===== config.mk =====
export PLATFORM = sky130hd
export DESIGN_NAME = cexp_decoder
export DESIGN_NICKNAME = d
export VERILOG_FILES = /design/src/rtl/cexp_pkg.sv /design/src/rtl/cexp_ctrl.sv /design/src/rtl/cexp_datapath.sv /design/src/rtl/cexp_decoder.sv
export SDC_FILE = /design/constraint.sdc
export NUM_CORES = 1
export LEC_CHECK = 0
export BUFFER_PORTS_ARGS = -buffer_cell sky130_fd_sc_hd__buf_2
export CORE_MARGIN = 5
export CORE_UTILIZATION = 52
export CTS_CLUSTER_DIAMETER = 200
export CTS_CLUSTER_SIZE = 28
export DETAILED_ROUTE_END_ITERATION = 10
export GPL_TIMING_DRIVEN = 0
export PLACE_DENSITY = 0.88
export SETUP_SLACK_MARGIN = 0.05
export SYNTH_ARGS = -nofsm -noshare
export SYNTH_HDL_FRONTEND = slang
export SYNTH_SLANG_ARGS = --single-unit

===== constraint.sdc =====
create_clock -name clk -period 1.3 [get_ports clk]
set_input_delay 0.195 -clock clk [delete_from_list [all_inputs] [get_ports clk]]
set_output_delay 0.195 -clock clk [all_outputs]
set_load 0.1 [all_outputs]

===== src/rtl/cexp_pkg.sv =====
package cexp_pkg;
  localparam int ILEN        = 32;
  localparam int HALF        = 16;
  localparam int REG_BITS    = 5;
  localparam int CREG_BITS   = 3;
  localparam int CREG_OFFSET = 8;
  localparam int SP_REG      = 2;
  localparam int IMM_BITS    = 12;

  localparam logic [6:0] OPC_OPIMM = 7'b0010011;
  localparam logic [6:0] OPC_LOAD  = 7'b0000011;
  localparam logic [6:0] OPC_OP    = 7'b0110011;

  typedef enum logic [1:0] {
    AR_SUB = 2'b00,
    AR_XOR = 2'b01,
    AR_OR  = 2'b10,
    AR_AND = 2'b11
  } arithOp_e;

  typedef struct packed {
    logic full;      // 32-bit instruction, pass through
    logic selAddi;   // legal compressed add-immediate
    logic selLwsp;   // legal compressed stack load
    logic selArith;  // legal compressed register arithmetic
    logic bad;       // reserved or unsupported 16-bit encoding
  } ctrlStrobes_t;
endpackage


===== src/rtl/cexp_ctrl.sv =====
module cexp_ctrl
  import cexp_pkg::*;
(
  input  logic [HALF-1:0] half,
  output ctrlStrobes_t    strobes,
  output arithOp_e        arithOp
);
  logic [1:0]          quad;
  logic [2:0]          funct3;
  logic [REG_BITS-1:0] rdField;
  logic                immZero;

  assign quad    = half[1:0];
  assign funct3  = half[15:13];
  assign rdField = half[11:7];
  assign immZero = (half[12] == 1'b0) && (half[6:2] == 5'd0);
  assign arithOp = arithOp_e'(half[6:5]);

  always_comb begin
    strobes = '0;
    if (quad == 2'b11) begin
      strobes.full = 1'b1;
    end else begin
      unique case ({funct3, quad})
        5'b000_01: begin
          if (rdField != '0 && !immZero) strobes.selAddi = 1'b1;
          else                           strobes.bad     = 1'b1;
        end
        5'b010_10: begin
          if (rdField != '0) strobes.selLwsp = 1'b1;
          else               strobes.bad     = 1'b1;
        end
        5'b100_01: begin
          if (half[12:10] == 3'b011) strobes.selArith = 1'b1;
          else                       strobes.bad      = 1'b1;
        end
        default: strobes.bad = 1'b1;
      endcase
    end
  end
endmodule


===== src/rtl/cexp_datapath.sv =====
module cexp_datapath
  import cexp_pkg::*;
(
  input  logic            clk,
  input  logic            rstN,
  input  logic            inValid,
  input  logic [ILEN-1:0] word,
  input  ctrlStrobes_t    strobes,
  input  arithOp_e        arithOp,
  output logic            outValid,
  output logic            outLen16,
  output logic [ILEN-1:0] outInstr,
  output logic            outIllegal
);
  function automatic logic [REG_BITS-1:0] mapCreg(input logic [CREG_BITS-1:0] n);
    return REG_BITS'(CREG_OFFSET) + REG_BITS'(n);
  endfunction

  logic [IMM_BITS-1:0] addiImm;
  logic [IMM_BITS-1:0] lwspOff;
  logic [REG_BITS-1:0] rdFull;
  logic [REG_BITS-1:0] rdPrime;
  logic [REG_BITS-1:0] rs2Prime;
  logic [6:0]          arithF7;
  logic [2:0]          arithF3;
  logic [ILEN-1:0]     addiInstr;
  logic [ILEN-1:0]     lwspInstr;
  logic [ILEN-1:0]     arithInstr;
  logic [ILEN-1:0]     nextInstr;

  assign rdFull   = word[11:7];
  assign rdPrime  = mapCreg(word[9:7]);
  assign rs2Prime = mapCreg(word[4:2]);

  // sign-extended 6-bit immediate
  assign addiImm = {{(IMM_BITS-6){word[12]}}, word[12], word[6:2]};
  // zero-extended, word-scaled offset
  assign lwspOff = {{(IMM_BITS-8){1'b0}}, word[3:2], word[12], word[6:4], 2'b00};

  always_comb begin
    arithF7 = 7'b0000000;
    unique case (arithOp)
      AR_SUB: begin arithF3 = 3'b000; arithF7 = 7'b0100000; end
      AR_XOR: arithF3 = 3'b100;
      AR_OR:  arithF3 = 3'b110;
      AR_AND: arithF3 = 3'b111;
      default: arithF3 = 3'b000;
    endcase
  end

  assign addiInstr  = {addiImm, rdFull, 3'b000, rdFull, OPC_OPIMM};
  assign lwspInstr  = {lwspOff, REG_BITS'(SP_REG), 3'b010, rdFull, OPC_LOAD};
  assign arithInstr = {arithF7, rs2Prime, rdPrime, arithF3, rdPrime, OPC_OP};

  always_comb begin
    nextInstr = '0;
    if (strobes.full)     nextInstr = word;
    if (strobes.selAddi)  nextInstr = addiInstr;
    if (strobes.selLwsp)  nextInstr = lwspInstr;
    if (strobes.selArith) nextInstr = arithInstr;
  end

  always_ff @(posedge clk or negedge rstN) begin
    if (!rstN) begin
      outValid   <= 1'b0;
      outLen16   <= 1'b0;
      outInstr   <= '0;
      outIllegal <= 1'b0;
    end else begin
      outValid <= inValid;
      if (inValid) begin
        outLen16   <= !strobes.full;
        outInstr   <= nextInstr;
        outIllegal <= strobes.bad;
      end
    end
  end
endmodule


===== src/rtl/cexp_decoder.sv =====
module cexp_decoder
  import cexp_pkg::*;
(
  input  logic            clk,
  input  logic            rstN,
  input  logic            inValid,
  input  logic [ILEN-1:0] fetchWord,
  output logic            outValid,
  output logic            outLen16,
  output logic [ILEN-1:0] outInstr,
  output logic            outIllegal
);
  ctrlStrobes_t strobes;
  arithOp_e     arithOp;

  cexp_ctrl u_ctrl (
    .half    (fetchWord[HALF-1:0]),
    .strobes (strobes),
    .arithOp (arithOp)
  );

  cexp_datapath u_dp (
    .clk        (clk),
    .rstN       (rstN),
    .inValid    (inValid),
    .word       (fetchWord),
    .strobes    (strobes),
    .arithOp    (arithOp),
    .outValid   (outValid),
    .outLen16   (outLen16),
    .outInstr   (outInstr),
    .outIllegal (outIllegal)
  );
endmodule


==> results.yml <==
finish:
  drive_gt1_frac: 0.401
  layout.cells.non_filler: 325
  fillers: 245
  area_delta_synth_final_pct: 40.3
  postLayoutCellArea_sq_um: 2610
  n_antenna_cell: 0
  multiInputGateArea_sq_um: 923
  seqCellArea_sq_um: 882
  final_nets: 313
grt:
  antenna_found_initial: 0
  overflow: 0
  grt_usage: 0.236
  grt_pass1_vias: 1915
  grt_max_degree: 36
  grt_pass1_wl_microns: 9360
routing:
  drt_iter0_drc: 162
  num_vias: 1897
  wirelength_microns: 5620
  ant_nets: 0
  firstDrtPassIters: 4
  remaining_drc_errors: 0
  via_per_inst: 5.84
  post_drt_wl_per_cell_microns: 17.3
power:
  power.internal_w: 0.00168
  pwr-share-seq: 0.407
  power.leakage_nw: 1.22
  power_w: 0.00301
  p_clk_frac: 0.193
  swShare: 0.443
  power_density_nw_per_um2: 1150
  p_switching_w: 0.00133
  ir_drop_mv: 0.706
  power_frac_comb: 0.400
min_path:
  hold_path_depth: 1
  hold_start: "inValid"
  hold_class: "input pin to flop"
synth:
  synth-seq-cells: 35
  ys.flop_type: "dfrtp_1"
  yosysSeqAreaShare: 0.471
  synth_fp_nets: 230
  synth_cells: 195
  syn-cell-area_sq_um: 1860
  ys_warn_count: 0
  synth_edf_count: 0
  postSynthAreaPerCell_sq_um: 9.53
  yosys.cell_types.count: 40
  async_reset_ff_frac: 1.00
timing:
  min_period_ns: 1.35
  worst_pin_slew_ns: 0.755
  timing.hold.ws_ns: 0.0645
  rsz0062_at_grt: "true"
  setup_slack_ns: -0.0527
  max_freq_ghz: 0.739
  setup_viol: 4
  hold_viol: 0
  slew_headroom: 0.496
  period_share: 1.04
  tns_ns: -0.0730
  fin_skew_ns: 0
  maxSlewViolCount: 0
floorplanning:
  io_pins: 70
  die_w_microns: 69.8
  row_count: 21
  coreArea_sq_um: 3390
  die_area_sq_um: 4870
  initial_core_util: 0.548
  die_h_microns: 69.8
placement:
  portBuffers: 68
  placed_cell_area_sq_um: 2270
  dp_hpwl_microns: 3970
  place_inst: 309
  gp_congestion: 0.900
run_status:
  violations: "setup timing"
  run_status: "complete, but fails checks"
worst_setup_path:
  r2r-start: "u_dp.outInstr[17]$_DFFE_PN0P_"
  cp-end-kind: "flop"
  r2r_cells: 3
  cp.arrival_ns: 1.59
  worstSetupPathType: "input pin to flop"
  cp_slowest_cell: "or4b_4"
  path_depth: 6
  cp_top_family: "simple AND/OR/NAND/NOR gates"
  startpoint_type: "input pin"
  worstPathCellList: "buf_8 -> or4b_4 -> a21oi_4 -> a2111oi_4 -> buf_6 -> mux2_4"
  cp_max_fo: 7
  max_stage_delay_ns: 0.59
  crit_required_ns: 1.53
  crit_start: "fetchWord[14]"
  crit_buf_inv: 2
clock_tree:
  cts_tree: "done"
  clk_latency_ns: 0.34
  cts.sinks: 35
  cts-root-buf: "clkbuf_4"
  h-tree-depth: 2
  clk_pin_slew_ns: 0.10
  cts_buffer_depth: 2
  cts_made_buffers: 5
run:
  drv_cap: 0
power groups by stage:
stage | registers [W] | logic, W | clock network [W]
global route | 0.00123 | 0.00126 | 0.000650
floorplan | 0.00186 | 0.000212 | 0
detailed placement | 0.00124 | 0.00109 | 0
global placement | 0.00123 | 0.00108 | 0
CTS | 0.00122 | 0.00118 | 0.000586
finish | 0.00122 | 0.00121 | 0.000580
area by class of cell:
| type | count | share of cell area |
|---|---|---|
| inverters | 16 | 0.0230 |
| flip-flops and latches | 35 | 0.338 |
| well taps | 46 | 0.0221 |
| multi-input cells | 133 | 0.354 |
| clock buffers | 6 | 0.0158 |
| clock inverters | 2 | 0.00480 |
| plain buffers | 10 | 0.0173 |
| repair buffers | 77 | 0.224 |
registers in the layout, summed over array words and instances, names as in the netlist:
| register | flops |
|---|---|
| u_dp.outInstr | 32 |
| u_dp.outIllegal | 1 |
| u_dp.outLen16 | 1 |
| u_dp.outValid | 1 |
worst register-to-register path: stages, from the launching register on:
cell	delay (ns)
dfrtp_2	0.41
nor2b_1	0.13
a31oi_1	0.20
o31ai_1	0.11
per-stage QoR:
stage	setup slack [ns]	utilization
after floorplan	-0.168	-
after global placement	-0.482	0.670
after detailed placement	-0.518	0.670
after CTS	-0.0587	0.750
after global routing	-0.0729	0.769
final	-0.0527	0.769
metal layers:
metal	wire length, microns	global-route usage	up-vias
met1	2250	0.312	887
li1	-	-	876
met4	144	0.0723	0
met3	566	0.0783	16
met5	0	0	-
met2	2660	0.365	118
cell usage after synthesis (all sizes together) (2+ instances only):
| master | count | area (sq um) |
|---|---|---|
| dfrtp | 35 | 876 |
| nand2 | 23 | 86.3 |
| inv | 16 | 60.1 |
| nor2 | 15 | 72.6 |
| a21oi | 13 | 80.1 |
| a31oi | 12 | 75.1 |
| clkbuf | 11 | 41.3 |
| o22ai | 11 | 68.8 |
| nand3 | 9 | 45.0 |
| nor2b | 6 | 37.5 |
| o211ai | 4 | 30.0 |
| o21ai | 4 | 20.0 |
| o31ai | 4 | 30.0 |
| nand2b | 3 | 18.8 |
| o31a | 3 | 26.3 |
| a211oi | 2 | 20.0 |
| a221oi | 2 | 17.5 |
| a32oi | 2 | 17.5 |
| and2 | 2 | 12.5 |
| nand4 | 2 | 12.5 |
| nor4 | 2 | 42.5 |
repair_timing:
| action | 4_1_cts | 5_1_grt |
|---|---|---|
| hold buffers | 1 | 0 |
| endpoints found under the setup margin | 48 | 34 |
| gates cloned | 0 | 0 |
| resized for setup | 55 | 19 |
| pin swaps | 7 | 4 |
| buffers inserted | 7 | 2 |
| hold endpoints to repair | 35 | 0 |
layout by cell type, fill, tap and decap left out, types with 3 or more instances in the layout:
cell	Yosys	layout
clkbuf_2	0	6
dfrtp_1	35	30
clkbuf_4	0	6
nand3_1	9	9
buf_2	0	27
o22ai_1	11	10
nand2_1	23	23
dfrtp_2	0	5
nor2_1	14	14
o211ai_1	4	4
o31ai_1	4	4
nor2b_1	6	6
a31oi_1	12	12
nand2b_1	3	3
buf_6	0	15
o31a_1	3	3
inv_1	16	16
a21oi_1	11	11
clkbuf_1	11	5
buf_4	0	31
cells by family (layout without fill, tap and decap cells):
logic type	count (synthesis)	after routing	share of synthesized area
AND/OR/NAND/NOR	70	70	0.220
AO/OA/AOI/OAI	62	62	0.246
flip-flops	35	35	0.471
buffers and inverters	27	111	0.0545
multiplexers	1	1	0.00808
final timing paths:
kind	endpoint	slack, ns
worst max-delay path	u_dp.outIllegal$_DFFE_PN0P_	-0.05
worst min-delay path	u_dp.outValid$_DFF_PN0_	0.06
worst max register to register	u_dp.outInstr[17]$_DFFE_PN0P_	0.34
worst min register to register	u_dp.outInstr[29]$_DFFE_PN0P_	0.54
max in group asynchronous	u_dp.outInstr[19]$_DFFE_PN0P_	0.31
min in group asynchronous	u_dp.outInstr[2]$_DFFE_PN0P_	0.45
Note: power is estimated with default switching activity, not from simulation.
